File: config.mk
export PLATFORM = sky130hd
export DESIGN_NAME = keymatrix_scanner
export DESIGN_NICKNAME = d
export VERILOG_FILES = /design/src/rtl/keyscan_pkg.sv /design/src/rtl/keyscan_ctrl.sv /design/src/rtl/keyscan_dp.sv /design/src/rtl/keymatrix_scanner.sv
export SDC_FILE = /design/constraint.sdc
export NUM_CORES = 1
export LEC_CHECK = 0
export CORE_MARGIN = 5
export CORE_UTILIZATION = 52
export CTS_CLUSTER_SIZE = 12
export DETAILED_ROUTE_END_ITERATION = 12
export HOLD_SLACK_MARGIN = 0.15
export PLACE_DENSITY = 0.76
export SKIP_LAST_GASP = 1
export SLEW_MARGIN = 5
export SYNTH_ARGS = -nofsm -noshare
export SYNTH_HDL_FRONTEND = slang
export SYNTH_HIERARCHICAL = 1
export SYNTH_SLANG_ARGS = --single-unit
File: constraint.sdc
create_clock -name clk -period 2.21 [get_ports clk]
set_input_delay 0.3315 -clock clk [delete_from_list [all_inputs] [get_ports clk]]
set_output_delay 0.3315 -clock clk [all_outputs]
set_load 0.02 [all_outputs]
File: src/rtl/keyscan_pkg.sv
package keyscan_pkg;
  typedef enum logic [1:0] {ST_IDLE, ST_SCAN, ST_HOLD} scanState_t;

  // strobes from control to datapath; row index sized for up to 8 drive lines
  typedef struct packed {
    logic       scanning;
    logic       sample;
    logic       secondPass;
    logic [2:0] row;
    logic       commit;
  } scanStrobe_t;
endpackage

File: src/rtl/keyscan_ctrl.sv
module keyscan_ctrl
  import keyscan_pkg::*;
#(
  parameter int ROWS      = 6,
  parameter int SLICE     = 48,
  parameter int REQ_DELAY = 615
) (
  input  logic        clk,
  input  logic        rstN,
  input  logic        anyPress,
  input  logic        passMatch,
  input  logic        passBAny,
  input  logic        readDone,
  output scanStrobe_t strobe,
  output logic        pending
);
  localparam int CNT_W = $clog2(REQ_DELAY);
  localparam int SL_W  = (SLICE > 1) ? $clog2(SLICE) : 1;

  scanState_t       state;
  logic [CNT_W-1:0] cnt;
  logic [SL_W-1:0]  sliceCnt;
  logic [2:0]       rowIdx;
  logic             secondPass;
  logic             scanDone;
  logic             decide;
  logic             startScan;
  logic             sliceEnd;

  assign decide    = (state == ST_SCAN) && (cnt == CNT_W'(REQ_DELAY - 1));
  assign sliceEnd  = (sliceCnt == SL_W'(SLICE - 1));
  assign startScan = ((state == ST_IDLE) && anyPress) ||
                     ((state == ST_HOLD) && readDone) ||
                     (decide && passBAny && !passMatch);

  always_ff @(posedge clk or negedge rstN) begin
    if (!rstN) begin
      state      <= ST_IDLE;
      cnt        <= '0;
      sliceCnt   <= '0;
      rowIdx     <= '0;
      secondPass <= 1'b0;
      scanDone   <= 1'b0;
    end else if (startScan) begin
      state      <= ST_SCAN;
      cnt        <= '0;
      sliceCnt   <= '0;
      rowIdx     <= '0;
      secondPass <= 1'b0;
      scanDone   <= 1'b0;
    end else if (decide) begin
      state <= passBAny ? ST_HOLD : ST_IDLE;
    end else if (state == ST_SCAN) begin
      cnt <= cnt + 1'b1;
      if (!scanDone) begin
        if (sliceEnd) begin
          sliceCnt <= '0;
          if (rowIdx == 3'(ROWS - 1)) begin
            rowIdx <= '0;
            if (secondPass) scanDone <= 1'b1;
            else            secondPass <= 1'b1;
          end else begin
            rowIdx <= rowIdx + 1'b1;
          end
        end else begin
          sliceCnt <= sliceCnt + 1'b1;
        end
      end
    end
  end

  always_comb begin
    strobe.scanning   = (state == ST_SCAN) && !scanDone;
    strobe.sample     = strobe.scanning && sliceEnd;
    strobe.secondPass = secondPass;
    strobe.row        = rowIdx;
    strobe.commit     = decide && passMatch && passBAny;
  end

  assign pending = (state == ST_HOLD);
endmodule

File: src/rtl/keyscan_dp.sv
module keyscan_dp
  import keyscan_pkg::*;
#(
  parameter int ROWS = 6,
  parameter int COLS = 5
) (
  input  logic               clk,
  input  logic               rstN,
  input  scanStrobe_t        strobe,
  input  logic [COLS-1:0]    senseIn,
  input  logic [1:0]         lineSel,
  input  logic [1:0]         sleepCode,
  output logic [ROWS-1:0]    scanOut,
  output logic [ROWS*COLS-1:0] keyData,
  output logic               anyPress,
  output logic               passMatch,
  output logic               passBAny
);
  localparam int KEYS = ROWS * COLS;

  logic [ROWS-1:0] rowEnable;
  logic [ROWS-1:0] idlePat;
  logic [KEYS-1:0] passA;
  logic [KEYS-1:0] passB;

  always_comb begin
    rowEnable = '1;
    if (lineSel != 2'b00) rowEnable[0] = 1'b0;
    if (lineSel[1])       rowEnable[1] = 1'b0;
  end

  always_comb begin
    case (sleepCode)
      2'b00:   idlePat = '1;
      2'b01:   idlePat = '0;
      2'b10:   idlePat = ROWS'(1) << (ROWS - 1);
      default: idlePat = ~ROWS'(1);
    endcase
  end

  assign scanOut = (strobe.scanning ? (ROWS'(1) << strobe.row) : idlePat) & rowEnable;

  generate
    for (genvar r = 0; r < ROWS; r++) begin : gRow
      always_ff @(posedge clk or negedge rstN) begin
        if (!rstN) begin
          passA[r*COLS +: COLS] <= '0;
          passB[r*COLS +: COLS] <= '0;
        end else if (strobe.sample && (strobe.row == 3'(r))) begin
          if (strobe.secondPass) passB[r*COLS +: COLS] <= senseIn & {COLS{rowEnable[r]}};
          else                   passA[r*COLS +: COLS] <= senseIn & {COLS{rowEnable[r]}};
        end
      end
    end
  endgenerate

  always_ff @(posedge clk or negedge rstN) begin
    if (!rstN)              keyData <= '0;
    else if (strobe.commit) keyData <= passB;
  end

  assign anyPress  = |senseIn;
  assign passMatch = (passA == passB);
  assign passBAny  = |passB;
endmodule

File: src/rtl/keymatrix_scanner.sv
module keymatrix_scanner
  import keyscan_pkg::*;
#(
  parameter int ROWS      = 6,
  parameter int COLS      = 5,
  parameter int SCAN_LEN  = 288,
  parameter int REQ_DELAY = 615
) (
  input  logic                 clk,
  input  logic                 rstN,
  input  logic [1:0]           sleepCode,
  input  logic [1:0]           lineSel,
  input  logic                 ceBusy,
  input  logic                 readDone,
  input  logic [COLS-1:0]      senseIn,
  output logic [ROWS-1:0]      scanOut,
  output logic                 reqN,
  output logic [ROWS*COLS-1:0] keyData,
  output logic                 sleepAck
);
  localparam int SLICE = SCAN_LEN / ROWS;

  scanStrobe_t strobe;
  logic        anyPress;
  logic        passMatch;
  logic        passBAny;
  logic        pending;

  keyscan_ctrl #(.ROWS(ROWS), .SLICE(SLICE), .REQ_DELAY(REQ_DELAY)) uCtrl (
    .clk(clk), .rstN(rstN), .anyPress(anyPress), .passMatch(passMatch),
    .passBAny(passBAny), .readDone(readDone), .strobe(strobe), .pending(pending)
  );

  keyscan_dp #(.ROWS(ROWS), .COLS(COLS)) uDp (
    .clk(clk), .rstN(rstN), .strobe(strobe), .senseIn(senseIn),
    .lineSel(lineSel), .sleepCode(sleepCode), .scanOut(scanOut),
    .keyData(keyData), .anyPress(anyPress), .passMatch(passMatch),
    .passBAny(passBAny)
  );

  assign reqN     = !pending || ceBusy;
  assign sleepAck = |sleepCode;
endmodule

Yosys cells after proc, flatten, opt, wreduce, memory -nomap -nowiden:

Index checks and enable logic that the tools add are counted.

* add/sub/neg operators: 3
* equality and inequality tests: 14
* shift-type cells: 1
* muxes and demuxes: 34
* bitwise operators: 4
* reductions and logical operators: 48

Operators by type and width (number)
* 2-to-1 mux 6 bit: 6
* == test 30 bit: 1
* 2-to-1 mux 10 bit: 3
* OR reduction 30 bit: 1
* AND reduction 2 bit: 13
* 2-to-1 mux 3 bit: 6
* one-hot mux 6 bit (3 select lines): 1
* logical AND 1 bit: 15
* 2-to-1 mux 1 bit: 15
* adder 10 x 1 -> 10 bit (second input constant): 1
* AND 5 bit: 2
* == test 10 bit (second input constant): 1
* nonzero test 2 bit: 5
* adder 6 x 1 -> 6 bit (second input constant): 1
* AND 6 bit: 1
* == test 3 x 2 -> 1 bit (second input constant): 2
* == test 3 bit (second input constant): 2
* == test 6 bit (second input constant): 1
* 2-to-1 mux 2 bit: 3
* << shifter 1 x 3 -> 6 bit (first input constant): 1
* AND reduction 5 bit: 1
* OR reduction 5 bit: 1
* == test 2 x 1 -> 1 bit (second input constant): 2
* == test 2 bit (second input constant): 2
* 11 further kinds: 17

* bits in registers: 113
* bits of input ports: 13
* output and inout port bits: 38

Depth between registers and ports, before layout:

Gate-level depths: netlist (run 1).

* word-level depth: 7
* depth in mapped cells: 9
* depth with buffers taken out: 8

Hierarchy:

Netlist (run 1), hierarchy kept.

Modules (own cells, without submodules)
* keyscan_dp: instances 1, cells an instance 310, area an instance 3973.8 um^2
* keyscan_ctrl: instances 1, cells an instance 134, area an instance 1345.0 um^2
* keymatrix_scanner: instances 1, cells an instance 2, area an instance 12.5 um^2

Worst setup path before layout (run 1):

OpenSTA, ideal clock, no wires.

* kind: register -> register
* start: reg uCtrl.sliceCnt[0]
* end: reg uDp.passA[15]
* setup time: 125 ps
* arrival: 2226 ps
* data required time: 2085 ps
* setup slack: -141 ps
* stages on the path, launching flop included: 8
* path buffers: 0
* path through: dfrtp_1 ha_1 and4b_1 nand2_1 nor3_1 nor3b_1 nor2b_1 mux2_2

RTL lines
* start: declaration: line keyscan_ctrl.sv:22 `logic [SL_W-1:0] sliceCnt;`
* start signal: assignment: line keyscan_ctrl.sv:66 `sliceCnt <= sliceCnt + 1'b1;`
* end signal: indexed assignment: line keyscan_dp.sv:51 `else passA[r*COLS +: COLS] <= senseIn & {COLS{rowEnable[r]}};`
* end: declaration: line keyscan_dp.sv:23 `logic [KEYS-1:0] passA;`

==> impl_metrics.tcl, run 1 <==
set metrics [dict create \
    drv_slew 0 \
    use_met3_pct 7.041 \
    hold_ws_ps 318.9 \
    r2r_slack_ps -340 \
    syn_area_per_cell_um2 11.95 \
    cp.required_ps 2600 \
    p_per_area_mw_per_mm2 643.1 \
    drive_above_1_share_pct 44.59 \
    path_depth 11 \
    criticalPathCategory "reg -> reg" \
    start_kind "flop" \
    syn_area_mm2 0.005331 \
    fillers 622 \
    hold_viol_final 0 \
    violations "setup timing" \
    syn_inst 446 \
    io_buffers 50 \
    antenna_cells 0 \
    wire_per_inst_um 21.54 \
    clk_latency_ps 510 \
    hold_class "in -> async" \
    arrival_ps 2940 \
    root_buffer "clkbuf_8" \
    cp_max_fo 5 \
    crit_slowest_cell "nor4_2" \
    path_cells "xor2_1 > nor4_2 > nand4_1 > nor4_2 > buf_4 > nand2_4 > nor3_4 > buf_6 > buf_6 > buf_8 > mux2_2" \
    ys_ff_latch 113 \
    period_minus_slack_ps 2550 \
    syn-num-nets 464 \
    clk_pin_slew_worst_paths_ps 60 \
    regToRegEndpoint "uDp/keyData[17]" \
    peakVddDrop_v 0.0005973 \
    gp_congestion 0.9083 \
    grt_usage_pct 24.22 \
    max_stage_delay_ps 410 \
    status "finished, violations left" \
    fp-row-count 37 \
    synth-seq-area-share_pct 53.04 \
    die_x_um 111.3 \
    grt-ovfl-total 0 \
    yosysWarnings 6 \
    cts_tree "built" \
    cts_made_buffers 17 \
    grt_pass1_vias 4565 \
    dp_hpwl_mm 9.495 \
    cts_sinks 113 \
    cts_max_path_buffers 2 \
    synth_area_leader_cell "dfrtp_1" \
    antenna_found_initial 0 \
    worstMarginPinSlew_ps 492.8 \
    yosysMostFrequentCell "dfrtp_1" \
    route.vias.total 4292 \
    io-pin-count 51 \
    synth_edf_count 0 \
    layout_setup_ws_ps -340.3 \
    crit_path_end_kind "flop" \
    skew_ps 6.277 \
    period_share_pct 115.4 \
    vias_per_cell 5.824 \
    grt_max_degree 63 \
    chipHeight_um 111.3 \
    first_pass_iters 5 \
    core-area_mm2 0.01014 \
    synth.top_cells.by_count "113 x dfrtp_1, 75 x mux2_2, 31 x nand2_1, 26 x xor2_1, 21 x nor2_1" \
    finalSetupViolCount 63 \
    r2r_start "uDp/passA[2]" \
    p_leak_nw 3.582 \
    drc_errors 0 \
    top_usage_layer "met2" \
    slew_headroom_pct 66.84 \
    grt_setup_unrepaired "true" \
    fin_setup_tns_ps -14460 \
    maxCapViolCount 0 \
    syn_to_final_growth_pct 44.50 \
    synthArstFlopShare_pct 100.0 \
    r2r_cells 11 \
    synthFlopType "dfrtp_1" \
    path_buf_inv 4 \
    drt_iter0_drc 302 \
    synth.area.top_cells "dfrtp_1 53%, mux2_2 16%, xor2_1 4.3%" \
    ant_nets 0 \
    synth_top_area_share_pct 53.04 \
    totalWireLength_mm 15.87 \
    max_clock_freq_mhz 392.1 \
    grt_first_pass_wirelength_mm 23.76 \
    yosysUniqueCellTypes 60 \
    start_util_pct 52.59 \
    dieArea_mm2 0.01238 \
    fin_nets 607 \
    h-tree-depth 4 \
    cp_top_family "simple AND/OR/NAND/NOR gates" \
    grt_use_met1_pct 30.28 \
    groute.layer.met2.usage_pct 40.45 \
]
worst max path at each step:
| stage | from | end | slack, ps |
|---|---|---|---|
| after detailed placement | uDp/passB[19] | uDp/keyData[15] | -430 |
| after global placement | uDp/passB[19] | uDp/keyData[10] | -450 |
| after floorplan | uDp/passB[24] | uDp/keyData[0] | -100 |
| after global routing | uDp/passA[12] | uDp/keyData[17] | -460 |
| final | uDp/passA[2] | uDp/keyData[17] | -340 |
| after CTS | uDp/passA[15] | uDp/keyData[20] | -250 |
routing by layer:
| metal | part of all wire, % | up-vias |
|---|---|---|
| met2 | 52 | 155 |
| met4 | 2.4 | 0 |
| met3 | 4.7 | 32 |
| met5 | 0 | - |
| met1 | 41 | 2214 |
| li1 | - | 1891 |
state kept, by name, summed over array words and instances, names as in the netlist:
register / cells
uCtrl/rowIdx: 3
uDp/passB: 30
uCtrl/cnt: 10
uDp/passA: 30
uCtrl/state: 2
uCtrl/scanDone: 1
uCtrl/secondPass: 1
uCtrl/sliceCnt: 6
uDp/keyData: 30
where the power goes:
| part | switching, mW | internal [mW] |
|---|---|---|
| combinational | 0.0998 | 0.0602 |
| clock | 0.996 | 1.71 |
| sequential | 0.00768 | 2.08 |
cells in the final DEF, fill, tap and decap left out, drive strengths merged, types with 4 or more instances in the layout:
cell type and instances:
a21oi 7, buf 100, clkbuf 18, clkdlybuf4s50 42
clkinv 4, clkinvlp 5, dfrtp 113, ha 5
inv 7, mux2 75, nand2 31, nand2b 11
nand3 11, nand4 10, nor2 21, nor3 9
nor3b 4, nor4 14, o21ai 22, o31ai 7
xnor2 11, xor2 26
cell type report:
type,count,area (um^2),area share [%]
clock inverter,13,163.9,2.128
multi-input combinational,307,2786,36.17
sequential,113,2828,36.71
clock buffer,18,417.9,5.425
tap,136,170.2,2.209
inverter,6,22.52,0.2924
timing repair buffer,144,1315,17.07
cell families after synthesis:
family	synth area share, %
and+or+nand+nor	15.04
DFF	53.04
muxes	16.03
AOI/OAI and AO/OA	6.290
xor gates and xnor gates	6.078
buffers and inverters	2.347
adders and majority gates	1.173
stage by stage:
| stage | std cells | setup slack (ps) | cell area (um^2) | utilization [%] | total power, mW |
|---|---|---|---|---|---|
| after floorplan | 446 | -96.92 | 5339 | - | 2.165 |
| after global placement | 688 | -451.7 | 6492 | 64.04 | 2.267 |
| after detailed placement | 688 | -432.2 | 6492 | 64.04 | 2.273 |
| after CTS | 726 | -249.2 | 7279 | 71.80 | 4.974 |
| after global routing | 737 | -463.4 | 7704 | 75.98 | 5.106 |
| final | 737 | -340.3 | 7704 | 75.98 | 4.954 |
timing repair:
| item | 4_1_cts | 5_1_grt |
|---|---|---|
| hold buffers | 1 | 0 |
| pin swaps | 16 | 13 |
| gates resized for setup | 67 | 87 |
| endpoints found under the setup margin | 80 | 113 |
| hold endpoints to repair | 30 | 0 |
| setup buffers | 4 | 10 |
| cloned | 2 | 1 |
No activity file was read; power rests on OpenSTA's default activity.
==> inputs of run 2 (changes only) <==
--- a/config.mk
+++ b/config.mk
@@ -6,5 +6,6 @@
 export NUM_CORES = 1
 export LEC_CHECK = 0
-export CORE_MARGIN = 5
+export CORE_ASPECT_RATIO = 0.5
+export CORE_MARGIN = 4
 export CORE_UTILIZATION = 52
 export CTS_CLUSTER_SIZE = 12
==> constraint.sdc (replaced) <==
create_clock -name clk -period 2.21 [get_ports clk]
set_input_delay 0.442 -clock clk [delete_from_list [all_inputs] [get_ports clk]]
set_output_delay 0.442 -clock clk [all_outputs]
set_load 0.02 [all_outputs]
==> impl_metrics.tcl, run 2 (synthesized netlist as in run 1, its figures left out) <==
set metrics [dict create \
    status "finished, violations left" \
    violations "setup timing" \
    io_buffers 50 \
    multiInputGateArea_mm2 0.002629 \
    clk_latency_ps 410 \
    regArea_mm2 0.002828 \
    path_buf_inv 4 \
    first_pass_iters 7 \
    final_util_pct 79.11 \
    r2r_cells 11 \
    hold_ws_ps 503.9 \
    drv_slew 0 \
    p_per_area_mw_per_mm2 688.4 \
    antenna_cells 0 \
    root_buffer "clkbuf_16" \
    cts_max_path_buffers 2 \
    dp_hpwl_mm 9.022 \
    grt-ovfl-total 0 \
    reg_top3 "uDp/keyData x30, uDp/passA x30, uDp/passB x30" \
    worstMarginPinSlew_ps 488.4 \
    peakVddDrop_v 0.0005563 \
    start_kind "flop" \
    grt_max_degree 51 \
    period_minus_slack_ps 2676 \
    path_depth 11 \
    crit_path_end_kind "flop" \
    criticalPathCategory "reg -> reg" \
    slew_headroom_pct 67.44 \
    cts_sinks 113 \
    path_cells "xor2_1 > nor4_2 > buf_4 > nand4_1 > nor4_2 > buf_4 > nand2_4 > nor3_4 > buf_6 > clkbuf_16 > mux2_2" \
    grt_first_pass_wirelength_mm 23.98 \
    cp.required_ps 2500 \
    skew_ps 9.679 \
    grt_pass1_vias 4471 \
    max_stage_delay_ps 400 \
    fin_nets 614 \
    cp_max_fo 7 \
    drt_iter0_drc 238 \
    core-area_mm2 0.009697 \
    maxCapViolCount 0 \
    layout_setup_ws_ps -465.5 \
    power_mw 5.281 \
    drc_errors 0 \
    fp-row-count 25 \
    crit_slowest_cell "dfrtp_1" \
    drive_above_1_share_pct 43.19 \
    start_util_pct 54.98 \
    h-tree-depth 4 \
    hold_path_depth 1 \
    vias_per_cell 5.824 \
    cp_top_family "simple AND/OR/NAND/NOR gates" \
    grt_setup_unrepaired "true" \
    max_clock_freq_mhz 373.8 \
    chipHeight_um 79.60 \
    wire_per_inst_um 20.92 \
    dieArea_mm2 0.01204 \
    period_share_pct 121.1 \
    p_leak_nw 3.629 \
    ant_nets 0 \
    hold_class "reg -> reg" \
    totalWireLength_mm 15.57 \
    place_area_mm2 0.006564 \
    fillers 516 \
    io-pin-count 51 \
    arrival_ps 2960 \
    antenna_found_initial 0 \
    gp_congestion 0.8422 \
    grt_usage_pct 26.66 \
    stdcell_area_mm2 0.007671 \
    hold_viol_final 0 \
    cts_tree "built" \
    final_cell_mix "113 x dfrtp_1, 85 x buf_4, 60 x mux2_2, 41 x clkdlybuf4s50_1, 27 x nand2_1" \
    route.vias.total 4333 \
    final_common_cell "dfrtp_1" \
    finalSetupViolCount 64 \
    cts_made_buffers 17 \
    syn_to_final_growth_pct 43.89 \
    die_x_um 151.2 \
    clk_pin_slew_worst_paths_ps 60 \
]
==> run 2: cell types whose count changed in the layout (fill, tap and decap cells not counted), moves of 3 or more <==
cell / previous run / this run
o22ai_1: 0 / 3
buf_4: 74 / 85
nor3_2: 2 / 5
nand2_1: 24 / 27
mux2_4: 23 / 15
mux2_2: 52 / 60
nor2_2: 2 / 5
buf_6: 20 / 14
nor2_4: 9 / 4
==> run 2: power breakdown <==
group	switching, mW	internal [mW]
clock	0.992	2.04
sequential	0.00790	2.08
combinational	0.102	0.0628
==> run 2: final timing paths <==
kind,start,to,slack (ps)
setup / recovery,uDp/passA[2],uDp/keyData[20],-470
hold / removal,uDp/keyData[6],uDp/keyData[6],500
setup reg to reg,uDp/passA[2],uDp/keyData[20],-470
hold reg to reg,uDp/keyData[6],uDp/keyData[6],500
max in group asynchronous,rstN,uDp/passA[26],980
min in group asynchronous,rstN,uDp/keyData[14],550
==> run 2: layer usage <==
metal | part of all wire (%) | track usage, %
met1 | 42 | 34.29
met2 | 49 | 43.74
met3 | 6.5 | 7.374
met4 | 2.7 | 9.313
met5 | 0 | 0
==> run 2: cell type report <==
cell class,instances,area share [%]
Clock buffer,20,5.823
Clock inverter,12,2.659
Inverter,6,0.2936
Multi-Input combinational cell,307,34.27
Sequential cell,113,36.86
Tap cell,135,2.202
Timing Repair Buffer,151,17.89
==> run 2: what timing repair did <==
action,4_1_cts,5_1_grt
endpoints found under the setup margin,76,90
cloned,3,1
pin swaps,21,8
hold endpoints to repair,31,0
hold buffers,1,0
setup buffers,5,7
resized for setup,78,28
==> run 2: per-stage QoR <==
stage | worst slack (ps) | cells | TNS, ps
floorplan | -96.92 | 446 | -2908
global placement | -415.1 | 695 | -15090
detailed placement | -452.1 | 695 | -17960
CTS | -404.6 | 736 | -16260
global route | -584.5 | 744 | -27440
finish | -465.5 | 744 | -20700
==> run 2: worst register-to-register path: cells and delay by family (launching register included) <==
| kind | cells | cell delay [ps] |
|---|---|---|
| and+or+nand+nor | 5 | 980 |
| buffers and inverters | 4 | 660 |
| DFF | 1 | 400 |
| muxes | 1 | 340 |
| xor gates and xnor gates | 1 | 190 |
==> inputs of run 3 (changes only) <==
- CORE_MARGIN: 4 -> 2
==> impl_metrics.tcl, run 3 (synthesized netlist as in run 1, its figures left out) <==
set metrics [dict create \
    layout_setup_ws_ps -555.0 \
    stdcell_count 751 \
    wire_per_inst_um 22.93 \
    hold_viol_final 0 \
    arrival_ps 3060 \
    status "finished, violations left" \
    clk_latency_ps 410 \
    p_leak_nw 3.713 \
    grt_usage_pct 28.28 \
    fin_setup_tns_ps -24400 \
    slew_headroom_pct 64.13 \
    finalSetupViolCount 93 \
    io_buffers 50 \
    start_util_pct 52.87 \
    cts_sinks 113 \
    dieArea_mm2 0.01113 \
    peakVddDrop_v 0.0005993 \
    ant_nets 0 \
    stdcell_area_mm2 0.007980 \
    final_cell_mix "111 x dfrtp_1, 84 x buf_4, 48 x mux2_4, 41 x clkdlybuf4s50_1, 27 x mux2_2" \
    hold_class "reg -> reg" \
    route.vias.total 4531 \
    cts_tree "built" \
    antenna_cells 0 \
    path_cells "xor2_1 > nor4_2 > nand4_1 > nor4_2 > buf_4 > nand2_4 > nor3_4 > buf_12 > buf_12 > mux2_2" \
    comb_power_share_pct 3.3 \
    placed_cells 699 \
    maxCapViolCount 0 \
    h-tree-depth 4 \
    period_share_pct 125.1 \
    drv_slew 0 \
    gp_congestion 0.8191 \
    antenna_found_initial 0 \
    totalWireLength_mm 17.22 \
    p_per_area_mw_per_mm2 656.0 \
    first_pass_iters 5 \
    pwr-share-seq_pct 39.9 \
    power_mw 5.235 \
    place_area_mm2 0.006563 \
    max_clock_freq_mhz 361.7 \
    die_x_um 147.2 \
    crit_path_end_kind "flop" \
    grt-ovfl-total 0 \
    reg_top3 "uDp/keyData x30, uDp/passA x30, uDp/passB x30" \
    drt_iter0_drc 380 \
    root_buffer "clkbuf_16" \
    io-pin-count 51 \
    core-area_mm2 0.01008 \
    p_sw_mw 1.155 \
    p_int_mw 4.080 \
    chipHeight_um 75.60 \
    crit_slowest_cell "dfrtp_1" \
    final_common_cell "dfrtp_1" \
    fp-row-count 26 \
    cts_made_buffers 17 \
    grt_first_pass_wirelength_mm 23.15 \
    start_kind "flop" \
    syn_to_final_growth_pct 49.68 \
    vias_per_cell 6.033 \
    max_stage_delay_ps 400 \
    drive_above_1_share_pct 46.32 \
    cp_max_fo 8 \
    skew_ps 10.17 \
    fin_nets 616 \
    drc_errors 0 \
    period_minus_slack_ps 2765 \
    fillers 533 \
    grt_max_degree 40 \
    p_clk_share_pct 56.8 \
    criticalPathCategory "reg -> reg" \
    dp_hpwl_mm 8.881 \
    grt_setup_unrepaired "true" \
    swShare_pct 22.05 \
    grt_pass1_vias 4288 \
    worstMarginPinSlew_ps 533.1 \
    cts_max_path_buffers 2 \
    cp.required_ps 2500 \
    clk_pin_slew_worst_paths_ps 60 \
    r2r_slack_ps -560 \
    violations "setup timing" \
    final_util_pct 79.13 \
]
-- run 3: power groups by stage --
| stage | combinational, mW | sequential (mW) | clock (mW) |
|---|---|---|---|
| 4_1_cts | 0.159 | 2.09 | 2.99 |
| 5_1_grt | 0.185 | 2.09 | 3.10 |
| 6_report | 0.173 | 2.09 | 2.98 |
| 2_1_floorplan | 0.0430 | 2.12 | 0 |
| 3_3_place_gp | 0.153 | 2.12 | 0 |
| 3_5_place_dp | 0.155 | 2.12 | 0 |
-- run 3: metrics by stage --
stage,hold slack (ps),setup WS [ps]
2_1_floorplan,146.4,-96.92
3_3_place_gp,414.9,-417.7
3_5_place_dp,412.8,-438.6
4_1_cts,503.0,-322.9
5_1_grt,517.6,-667.7
6_report,499.6,-555.0
-- run 3: cell type report --
cell class	count	area, um^2	area share (%)
Sequential cell	113	2830	35.47
Clock buffer	18	439.2	5.503
Inverter	6	22.52	0.2822
Timing Repair Buffer	153	1421	17.81
Multi-Input combinational cell	307	2889	36.20
Clock inverter	14	202.7	2.540
Tap cell	140	175.2	2.195
-- run 3: critical path, delay by kind of cell (launching register included) --
kind	cells	cell delay, ps
simple gates	5	1170
buf+inv	3	530
flops	1	400
mux	1	350
xor+xnor	1	190
-- run 3: what timing repair did --
| item | 4_1_cts | 5_1_grt |
|---|---|---|
| pin swaps | 19 | 15 |
| buffers inserted | 1 | 15 |
| cloned | 2 | 1 |
| resized for setup | 58 | 117 |
| hold buffers | 1 | 0 |
| endpoints found under the setup margin | 78 | 105 |
| hold endpoints to repair | 28 | 0 |
-- run 3: final timing paths --
kind | start | to | cells after the start
max | uDp/passA[14] | uDp/keyData[14] | 10
min | uDp/passA[1] | uDp/passA[1] | 2
max reg2reg | uDp/passA[14] | uDp/keyData[14] | 10
min reg2reg | uDp/passA[1] | uDp/passA[1] | 2
max in group asynchronous | rstN | uCtrl/rowIdx[1] | 3
min in group asynchronous | rstN | uDp/passB[27] | 2
-- run 3: layer usage --
layer  vias up  share of wire, %  GRT usage [%]  wire length [um]
met3        75               6.0          6.946              1027
met1      2329                41          35.71              7021
met5         -              0.38          4.167                66
met4         2               4.2          14.42               716
li1       1918                 -              -                 -
met2       207                49          46.63              8390
